$ cat config.mk
export PLATFORM = sky130hd
export DESIGN_NAME = wdog_timer
export DESIGN_NICKNAME = d
export VERILOG_FILES = /design/src/rtl/wdt_pkg.sv /design/src/rtl/wdt_prescaler.sv /design/src/rtl/wdt_counter.sv /design/src/rtl/wdt_ctrl_fsm.sv /design/src/rtl/wdog_timer.sv
export SDC_FILE = /design/constraint.sdc
export NUM_CORES = 1
export LEC_CHECK = 0
export BUFFER_PORTS_ARGS = -buffer_cell sky130_fd_sc_hd__buf_2
export CELL_PAD_IN_SITES_DETAIL_PLACEMENT = 1
export CELL_PAD_IN_SITES_GLOBAL_PLACEMENT = 2
export CORE_UTILIZATION = 37
export CTS_CLUSTER_SIZE = 25
export DETAILED_ROUTE_END_ITERATION = 10
export PLACE_DENSITY_LB_ADDON = 0.1
export SLEW_MARGIN = 25
export SYNTH_ARGS = -nofsm -noshare
export SYNTH_HDL_FRONTEND = slang
export SYNTH_SLANG_ARGS = --single-unit
$ cat constraint.sdc
create_clock -name clk -period 5.61 [get_ports clk]
set_input_delay 0.8415 -clock clk [delete_from_list [all_inputs] [get_ports clk]]
set_output_delay 0.8415 -clock clk [all_outputs]
set_load 0.01 [all_outputs]
$ cat src/rtl/wdt_pkg.sv
package wdt_pkg;
    typedef enum logic [1:0] {
        ST_OFF  = 2'd0,
        ST_RUN  = 2'd1,
        ST_FIRE = 2'd2
    } wdt_state_e;

    localparam int DATA_W      = 8;
    localparam int CTL_EN_BIT  = 7;
    localparam int CTL_CLR_BIT = 5;
    localparam int FLAG_BIT    = 0;
endpackage

$ cat src/rtl/wdt_prescaler.sv
module wdt_prescaler #(
    parameter int PS_W     = 3,
    parameter int PRE_BASE = 3
) (
    input  logic            clk,
    input  logic            clr_i,
    input  logic            run_i,
    input  logic [PS_W-1:0] ps_i,
    output logic            tick_o
);
    localparam int PRE_W = PRE_BASE + (1 << PS_W) - 1;

    logic [PRE_W-1:0] pre_q;
    logic [PRE_W-1:0] mask;

    // Low (p + PRE_BASE) bits all ones marks the end of one divided period.
    for (genvar g = 0; g < PRE_W; g++) begin : g_mask
        assign mask[g] = (int'(ps_i) + PRE_BASE) > g;
    end

    assign tick_o = run_i && ((pre_q & mask) == mask);

    always_ff @(posedge clk) begin
        if (clr_i) begin
            pre_q <= '0;
        end else if (run_i) begin
            pre_q <= pre_q + 1'b1;
        end
    end

    AST_PRE_FROZEN: assert property (@(posedge clk) disable iff (clr_i)
        !run_i |=> $stable(pre_q));
endmodule

$ cat src/rtl/wdt_counter.sv
module wdt_counter #(
    parameter int CNT_W = 16
) (
    input  logic clk,
    input  logic clr_i,
    input  logic tick_i,
    output logic wrap_o
);
    logic [CNT_W-1:0] cnt_q;

    assign wrap_o = tick_i && (&cnt_q);

    always_ff @(posedge clk) begin
        if (clr_i) begin
            cnt_q <= '0;
        end else if (tick_i) begin
            cnt_q <= cnt_q + 1'b1;
        end
    end

    AST_CNT_HOLD: assert property (@(posedge clk) disable iff (clr_i)
        !tick_i |=> $stable(cnt_q));
    AST_CNT_WRAP_ZERO: assert property (@(posedge clk) disable iff (clr_i)
        wrap_o |=> cnt_q == '0);
endmodule

$ cat src/rtl/wdt_ctrl_fsm.sv
module wdt_ctrl_fsm
    import wdt_pkg::*;
#(
    parameter int PS_W = 3
) (
    input  logic              clk,
    input  logic              rst_i,
    input  logic              wr_en_i,
    input  logic              wr_sel_i,
    input  logic [DATA_W-1:0] wr_data_i,
    input  logic              wrap_i,
    output logic              run_o,
    output logic [PS_W-1:0]   ps_o,
    output logic              flag_o,
    output logic              cnt_clr_o,
    output logic              fire_o
);
    wdt_state_e      state_q, state_d;
    logic [PS_W-1:0] ps_q;
    logic            flag_q;
    logic            fire_q;
    logic            ctl_wr, st_wr, guard, fire_take;

    assign ctl_wr    = wr_en_i && !wr_sel_i && (state_q != ST_FIRE);
    assign st_wr     = wr_en_i &&  wr_sel_i && (state_q != ST_FIRE);
    assign guard     = ctl_wr && (wr_data_i[CTL_CLR_BIT] || !wr_data_i[CTL_EN_BIT]);
    assign fire_take = (state_q == ST_RUN) && (state_d == ST_FIRE);

    always_comb begin
        state_d = state_q;
        unique case (state_q)
            ST_OFF: begin
                if (ctl_wr && wr_data_i[CTL_EN_BIT]) state_d = ST_RUN;
            end
            ST_RUN: begin
                if (ctl_wr && !wr_data_i[CTL_EN_BIT]) state_d = ST_OFF;
                else if (wrap_i && !guard)            state_d = ST_FIRE;
            end
            ST_FIRE: state_d = ST_OFF;
            default: state_d = ST_OFF;
        endcase
    end

    always_ff @(posedge clk) begin
        if (rst_i) state_q <= ST_OFF;
        else       state_q <= state_d;
    end

    always_ff @(posedge clk) begin
        if (rst_i) begin
            ps_q   <= '0;
            flag_q <= 1'b0;
            fire_q <= 1'b0;
        end else if (fire_take) begin
            ps_q   <= '0;
            flag_q <= 1'b1;
            fire_q <= 1'b1;
        end else begin
            fire_q <= 1'b0;
            if (ctl_wr) ps_q <= wr_data_i[PS_W-1:0];
            if (st_wr && !wr_data_i[FLAG_BIT]) flag_q <= 1'b0;
        end
    end

    assign run_o     = (state_q == ST_RUN);
    assign ps_o      = ps_q;
    assign flag_o    = flag_q;
    assign fire_o    = fire_q;
    assign cnt_clr_o = rst_i || (ctl_wr && wr_data_i[CTL_CLR_BIT]) || fire_take
                       || (state_q == ST_FIRE);

    AST_SINGLE_PULSE: assert property (@(posedge clk) disable iff (rst_i)
        fire_q |=> !fire_q);
    AST_FIRE_SETS_FLAG: assert property (@(posedge clk) disable iff (rst_i)
        fire_q |-> flag_q);
    AST_FIRE_DISABLES: assert property (@(posedge clk) disable iff (rst_i)
        fire_q |=> (!run_o && ps_q == '0));
    AST_FLAG_DROP_CAUSE: assert property (@(posedge clk) disable iff (rst_i)
        $fell(flag_q) |-> $past(rst_i || (st_wr && !wr_data_i[FLAG_BIT])));
    AST_GUARD_BLOCKS: assert property (@(posedge clk) disable iff (rst_i)
        (run_o && wrap_i && guard) |=> !fire_q);
endmodule

$ cat src/rtl/wdog_timer.sv
module wdog_timer
    import wdt_pkg::*;
#(
    parameter int CNT_W    = 16,
    parameter int PS_W     = 3,
    parameter int PRE_BASE = 3
) (
    input  logic              clk,
    input  logic              por_i,
    input  logic              ext_rst_i,
    input  logic              wr_en_i,
    input  logic              wr_sel_i,
    input  logic [DATA_W-1:0] wr_data_i,
    input  logic              rd_sel_i,
    output logic [DATA_W-1:0] rd_data_o,
    output logic              wdt_rst_o
);
    logic            rst_any;
    logic            run, flag, cnt_clr, tick, wrap;
    logic [PS_W-1:0] ps;
    logic [DATA_W-1:0] ctl_view, st_view;

    assign rst_any = por_i || ext_rst_i;

    wdt_ctrl_fsm #(.PS_W(PS_W)) u_fsm (
        .clk       (clk),
        .rst_i     (rst_any),
        .wr_en_i   (wr_en_i),
        .wr_sel_i  (wr_sel_i),
        .wr_data_i (wr_data_i),
        .wrap_i    (wrap),
        .run_o     (run),
        .ps_o      (ps),
        .flag_o    (flag),
        .cnt_clr_o (cnt_clr),
        .fire_o    (wdt_rst_o)
    );

    wdt_prescaler #(.PS_W(PS_W), .PRE_BASE(PRE_BASE)) u_pre (
        .clk    (clk),
        .clr_i  (cnt_clr),
        .run_i  (run),
        .ps_i   (ps),
        .tick_o (tick)
    );

    wdt_counter #(.CNT_W(CNT_W)) u_cnt (
        .clk    (clk),
        .clr_i  (cnt_clr),
        .tick_i (tick),
        .wrap_o (wrap)
    );

    always_comb begin
        ctl_view = '0;
        ctl_view[CTL_EN_BIT] = run;
        ctl_view[PS_W-1:0]   = ps;
        st_view = '0;
        st_view[FLAG_BIT]    = flag;
    end

    assign rd_data_o = rd_sel_i ? st_view : ctl_view;

    AST_FIRE_AFTER_WRAP: assert property (@(posedge clk) disable iff (rst_any)
        $rose(wdt_rst_o) |-> $past(wrap && run));
    AST_CLR_READS_ZERO: assert property (@(posedge clk) disable iff (rst_any)
        !rd_sel_i |-> !rd_data_o[CTL_CLR_BIT]);
endmodule

* Yosys cells after proc, flatten, opt, wreduce, memory -nomap -nowiden
Index checks and enable logic that the tools add are counted.
W data, S select, Z words.
** Cells by class
- Reductions and logical operators :: 26
- Eq/ne operators :: 5
- $lt $le $gt $ge :: 10
- Add/subtract/negate cells :: 3
- Bitwise logic cells :: 1
- Multiplexer cells :: 8
** Operators with widths (number)
- $gt A32 B4 Y1 const B :: 4
- $gt A32 B3 Y1 const B :: 2
- $gt A32 B5 Y1 const B :: 2
- $gt A32 B2 Y1 const B :: 1
- $add A16 B1 Y16 const B :: 1
- $reduce_and A16 Y1 :: 1
- $logic_and A1 B1 Y1 :: 13
- $add A10 B1 Y10 const B :: 1
- $and A10 B10 Y10 :: 1
- $eq A10 B10 Y1 :: 1
- $mux W8 :: 1
- $mux W2 :: 3
- $logic_or A1 B1 Y1 :: 5
- $add A3 B2 Y4 const B :: 1
- $eq A2 B2 Y1 const B :: 2
- $gt A4 B1 Y1 const B :: 1
- $logic_not A1 Y1 :: 4
- $pmux W2 S2 :: 1
- $mux W1 :: 3
- $eq A2 B1 Y1 const B :: 1
- $logic_not A2 Y1 :: 1
- $ne A2 B2 Y1 const B :: 1
- $reduce_bool A2 Y1 :: 1
- $reduce_or A2 Y1 :: 1
** Word-level totals
- Register bits :: 33
- Bits of input ports :: 14
- Word-level logic and storage cells :: 59
- Output and inout bits :: 9

* Logic depth before layout (Yosys ltp)
- Depth after elaboration :: 14
- Mapped depth :: 11
- Depth with buffers taken out :: 8

* By module
A second synthesis with hierarchy kept.
** Unflattened totals
- Cells, all modules :: 198
- Area total of the unflattened synthesis :: 1781.7 um2
** By module, submodules not included
- wdt_counter :: cells each 85, seq. area each 320.3 um2, instances 1, area an instance 767.0 um2
- wdt_prescaler :: cells each 67, seq. area each 200.2 um2, instances 1, area an instance 568.0 um2
- wdt_ctrl_fsm :: cells each 36, seq. area each 140.1 um2, instances 1, area an instance 365.4 um2
- wdog_timer :: cells each 10, seq. area each 0.0 um2, instances 1, area an instance 81.3 um2

* Least setup slack after synthesis
No wires, ideal clock.
- Kind :: flip-flop to flip-flop
- Start :: register u_fsm.ps_q[0] (netlist: u_fsm.ps_o[0])
- End :: register u_fsm.state_q[0]
- Library setup time :: 132 ps
- Setup slack :: 3262 ps
- Arrival :: 2217 ps
- Required time :: 5478 ps
- Stages on the path, launching flop included :: 11
- Period minus slack after synthesis :: 2348 ps
- Path buffers :: 2
- Cells stage by stage :: dfxtp_1 -> inv_1 -> ha_1 -> xor2_1 -> o22ai_1 -> a211o_1 -> buf_6 -> or3_4 -> buf_6 -> o21ai_0 -> nor3_1
** Between the ends
- Word-level cells in the longest chain between the ends :: 10
- Elaborated cells on any way between the ends :: 19
- Classes of those cells :: add/sub (1); order compare (10); eq/ne (1); mux (3); bitwise (1); reduce/logical (3)
** Ends and longest elaborated chain
- from (decl) :: RTL line wdt_ctrl_fsm.sv:19 : logic [PS_W-1:0] ps_q;
- from (signal assigned) :: RTL line wdt_ctrl_fsm.sv:60 : if (ctl_wr) ps_q <= wr_data_i[PS_W-1:0];
- $add A3 B2 Y4 (*) :: RTL line wdt_prescaler.sv:18 : assign mask[g] = (int'(ps_i) + PRE_BASE) > g;
- $gt A32 B2 Y1, or another cell as far along :: RTL line wdt_prescaler.sv:18
- $and A10 B10 Y10 :: RTL line wdt_prescaler.sv:21 : assign tick_o = run_i && ((pre_q & mask) == mask);
- $eq A10 B10 Y1 (*) :: RTL line wdt_prescaler.sv:21
- $logic_and A1 B1 Y1 (*) :: RTL line wdt_prescaler.sv:21
- $logic_and A1 B1 Y1 (*) :: RTL line wdt_counter.sv:11 : assign wrap_o = tick_i && (&cnt_q);
- $logic_and A1 B1 Y1 (*) :: RTL line wdt_ctrl_fsm.sv:37 : else if (wrap_i && !guard) state_d = ST_FIRE;
- $mux W2 (*) :: RTL line wdt_ctrl_fsm.sv:37
- $mux W2 (*) :: RTL line wdt_ctrl_fsm.sv:36 : if (ctl_wr && !wr_data_i[CTL_EN_BIT]) state_d = ST_OFF;
- $pmux W2 S2 (*) :: RTL line wdt_ctrl_fsm.sv:31 : unique case (state_q)
- to (signal assigned) :: RTL line wdt_ctrl_fsm.sv:46 : else state_q <= state_d;
- to (decl) :: RTL line wdt_ctrl_fsm.sv:18 : wdt_state_e state_q, state_d;
Mark *: on every way between the ends. The rest lies on a longest branch, timed or not.
A chain may end at the register's enable or synchronous reset.

* Final worst setup path
- Start :: register u_fsm.ps_q[0] (netlist: u_fsm.ps_o[0])
- End :: register u_pre.pre_q[5]
** Between the ends
- Word-level cells in the longest chain between the ends :: 14
- Elaborated cells on any way between the ends :: 23
- Classes of those cells :: add/sub (1); order compare (10); eq/ne (2); mux (3); bitwise (1); reduce/logical (6)
** Ends and longest elaborated chain
- $add A3 B2 Y4 (*) :: RTL line wdt_prescaler.sv:18
- $gt A32 B2 Y1, or another cell as far along :: RTL line wdt_prescaler.sv:18
- $and A10 B10 Y10 :: RTL line wdt_prescaler.sv:21
- $eq A10 B10 Y1 (*) :: RTL line wdt_prescaler.sv:21
- $logic_and A1 B1 Y1 (*) :: RTL line wdt_prescaler.sv:21
- $logic_and A1 B1 Y1 (*) :: RTL line wdt_counter.sv:11
- $logic_and A1 B1 Y1 (*) :: RTL line wdt_ctrl_fsm.sv:37
- $mux W2 (*) :: RTL line wdt_ctrl_fsm.sv:37
- $mux W2 (*) :: RTL line wdt_ctrl_fsm.sv:36
- $pmux W2 S2 (*) :: RTL line wdt_ctrl_fsm.sv:31
- $eq A2 B2 Y1 (*) :: RTL line wdt_ctrl_fsm.sv:27 : assign fire_take = (state_q == ST_RUN) && (state_d == ST_FIRE);
- $logic_and A1 B1 Y1 (*) :: RTL line wdt_ctrl_fsm.sv:27
- $logic_or A1 B1 Y1 (*) :: RTL line wdt_ctrl_fsm.sv:69 : assign cnt_clr_o = rst_i || (ctl_wr && wr_data_i[CTL_CLR_BIT]) || fire_take
- $logic_or A1 B1 Y1 (*) :: RTL line wdt_ctrl_fsm.sv:70 : || (state_q == ST_FIRE);
- to (signal assigned) :: RTL line wdt_prescaler.sv:27 : pre_q <= pre_q + 1'b1;
- to (decl) :: RTL line wdt_prescaler.sv:13 : logic [PRE_W-1:0] pre_q;
Marks and branches as above.

==> flow_metrics.env <==
export IMPL_swShare_pct=21.5
export IMPL_post_drt_wl_per_cell_um=14.9
export IMPL_synthArstFlopShare_pct=0
export IMPL_grt_pass1_wl_um=7090
export IMPL_fin_nets=235
export IMPL_synth_most_common_cell="dfxtp_1"
export IMPL_path_max_fanout=26
export IMPL_cp_arrival_ns=3.13
export IMPL_cp_num_buf_inv=1
export IMPL_path_clk_slew_ns=0.07
export IMPL_ys_top_cells_by_count="dfxtp_1 (33), nor2_1 (27), xnor2_1 (10)"
export IMPL_synth_area_per_cell_um2=8.64
export IMPL_synth_top_area_share_pct=37.7
export IMPL_p_seq_share_pct=47.8
export IMPL_cp_top_family="simple AND/OR/NAND/NOR gates"
export IMPL_cts_buffers=5
export IMPL_wirelength_um=3980
export IMPL_peakVddDrop_mv=0.0973
export IMPL_setup_viol=0
export IMPL_yosysTopAreaCell="dfxtp_1"
export IMPL_drcViolationCount=0
export IMPL_synth_area_leaders="dfxtp_1 (38%), nor2_1 (5.8%), xnor2_1 (5.0%)"
export IMPL_clock_latency_ns=0.29
export IMPL_ys_seq_area_share_pct=37.7
export IMPL_setup_worst_path_start_class="flip-flop"
export IMPL_status="finished, final reports clean"
export IMPL_rows=24
export IMPL_max_slew_margin_pct=48.9
export IMPL_power_density_nw_per_um2=255
export IMPL_tns_ns=0
export IMPL_ys_flop_type="dfxtp_1"
export IMPL_cts_buffer_depth=2
export IMPL_holdWs_ns=0.458
export IMPL_initialDrtViolationCount=65
export IMPL_pre_cts_slack_ns=2.28
export IMPL_firstDrtPassIters=6
export IMPL_max_freq_mhz=336
export IMPL_finalCriticalPeriod_ns=2.97
export IMPL_finClkSkew_ns=0.00232
export IMPL_crit_path_top_delay_cell="nor4_1"
export IMPL_postCtsSetupRepairBufs=0
export IMPL_num_antenna_cells=0
export IMPL_clockPowerShare_pct=47.7
export IMPL_coreArea_um2=4440
export IMPL_fp_dieW_um=70.8
export IMPL_grt_max_degree=27
export IMPL_worst_slew_pin_slew_ns=0.767
export IMPL_hold_viol_final=0
export IMPL_dpl_cell_count=260
export IMPL_p_leak_nw=0.733
export IMPL_antenna_found_initial=0
export IMPL_netlist_area_um2=1750
export IMPL_synth_edf_count=0
export IMPL_worst_setup_path_end_kind="flip-flop"
export IMPL_total_power_mw=0.494
export IMPL_maxCapViolations=0
export IMPL_vias=1451
export IMPL_syn2layout_area_growth_pct=10.4
export IMPL_cts_tree="built"
export IMPL_p_int_mw=0.387
export IMPL_worst_slack_ns=2.64
export IMPL_drive_gt1_share_pct=11.1
export IMPL_overflow=0
export IMPL_io_buffer_count=15
export IMPL_required_ns=5.77
export IMPL_start_util_pct=39.4
export IMPL_clkSinkCount=33
export IMPL_power_frac_comb_pct=4.5
export IMPL_place_hpwl_um=2860
export IMPL_cts_hold_buf=0
export IMPL_slew_viol_final=0
export IMPL_power_switching_mw=0.106
export IMPL_grt_setup_unrepaired="no"
export IMPL_root_buffer="clkbuf_8"
export IMPL_fp_dieH_um=70.8
export IMPL_worstSetupPathType="flip-flop to flip-flop"
export IMPL_grt_pass1_vias=1544
export IMPL_crit_chain="inv_1 > ha_1 > xor2_1 > o22ai_1 > a211o_1 > nor4_1 > nand2b_2 > nor2_1"
export IMPL_max_stage_delay_ns=0.59
export IMPL_final_cells=268
export IMPL_place_congestion=0.745
export IMPL_netlist_instances=203
export IMPL_cts_resized_gates=0
export IMPL_synth_yosys_warnings=0
export IMPL_viasPerCell=5.41
export IMPL_fin_crit_sh_pct=53.0
export IMPL_grt_use_total_pct=17.8
export IMPL_cts_max_level=2
export IMPL_min_path_type="flip-flop to flip-flop"
export IMPL_antenna_left=0
export IMPL_die_area_um2=5020
export IMPL_synth_cell_type_count=38
export IMPL_ioPinCount=23
export IMPL_ys_ff_latch=33
## worst paths after layout
path                         start               end  slack (ns)  cells after the start
setup / recovery     u_fsm.ps_o[0]    u_pre.pre_q[5]        2.64                      8
hold / removal    u_fsm.state_q[1]  u_fsm.state_q[0]        0.46                      1
setup reg to reg     u_fsm.ps_o[0]    u_pre.pre_q[5]        2.64                      8
hold reg to reg   u_fsm.state_q[1]  u_fsm.state_q[0]        0.46                      1
## routing by layer
metal	share of wire, %	GRT usage [%]	up-vias
met2	45	29.5	24
met5	0	0	-
met1	50	22.9	688
met4	1.5	6.00	0
met3	2.9	3.85	5
li1	-	-	734
## kinds of logic after synthesis
group	Yosys count	synth area share, %
buffers and inverters	18	6.14
DFF	33	37.7
adders and majority gates	6	4.28
muxes	6	3.43
other	1	0.214
xor gates and xnor gates	19	9.49
and+or+nand+nor	92	28.8
AOI/OAI and AO/OA	28	9.99
## per-stage QoR
step                      instance area (um^2)  util [%]
after floorplan                           1760         -
after global placement                    1820      40.9
after detailed placement                  1820      40.9
after CTS                                 1930      43.5
after global routing                      1930      43.5
final                                     1930      43.5
## cell usage in the layout (no fill, tap or decap), types with 2 or more instances in the layout
master / Yosys / final
inv_1: 5 / 5
xnor2_1: 10 / 10
nand3_1: 7 / 7
clkbuf_8: 0 / 6
a21oi_1: 9 / 9
nand3b_1: 3 / 3
and3_1: 5 / 5
or3_1: 6 / 6
nor2b_1: 5 / 5
nor3_1: 2 / 2
dfxtp_1: 33 / 33
nor2_1: 27 / 27
and2_1: 3 / 3
ha_1: 6 / 6
nand2_1: 7 / 7
o211a_1: 2 / 2
xor2_1: 9 / 9
buf_2: 2 / 15
o31ai_1: 2 / 2
nand4_1: 8 / 8
and4_1: 5 / 5
nor4_1: 9 / 9
conb_1: 1 / 4
mux2i_1: 6 / 6
o21ai_0: 8 / 8
o211ai_1: 2 / 2
## state kept, by name, summed over array words and instances, names as in the netlist
signal / count
u_fsm.fire_o: 1
u_fsm.state_q: 2
u_pre.pre_q: 10
u_cnt.cnt_q: 16
u_fsm.flag_o: 1
u_fsm.ps_o: 3
## layout make-up
class,count,area [um^2]
inverter,5,18.8
multi-input combinational,155,998
timing repair buffer,15,75.1
sequential,33,661
tap,52,65.1
fill,540,2510
clock buffer,7,86.3
clock inverter,1,30.0
## power groups by stage
stage	Sequential, mW	Combinational (mW)	Clock, mW
floorplan	0.241	0.0172	0
detailed placement	0.241	0.0221	0
finish	0.236	0.0221	0.236
CTS	0.236	0.0221	0.241
global route	0.236	0.0246	0.251
global placement	0.241	0.0211	0
No activity file was read; power rests on OpenSTA's default activity.
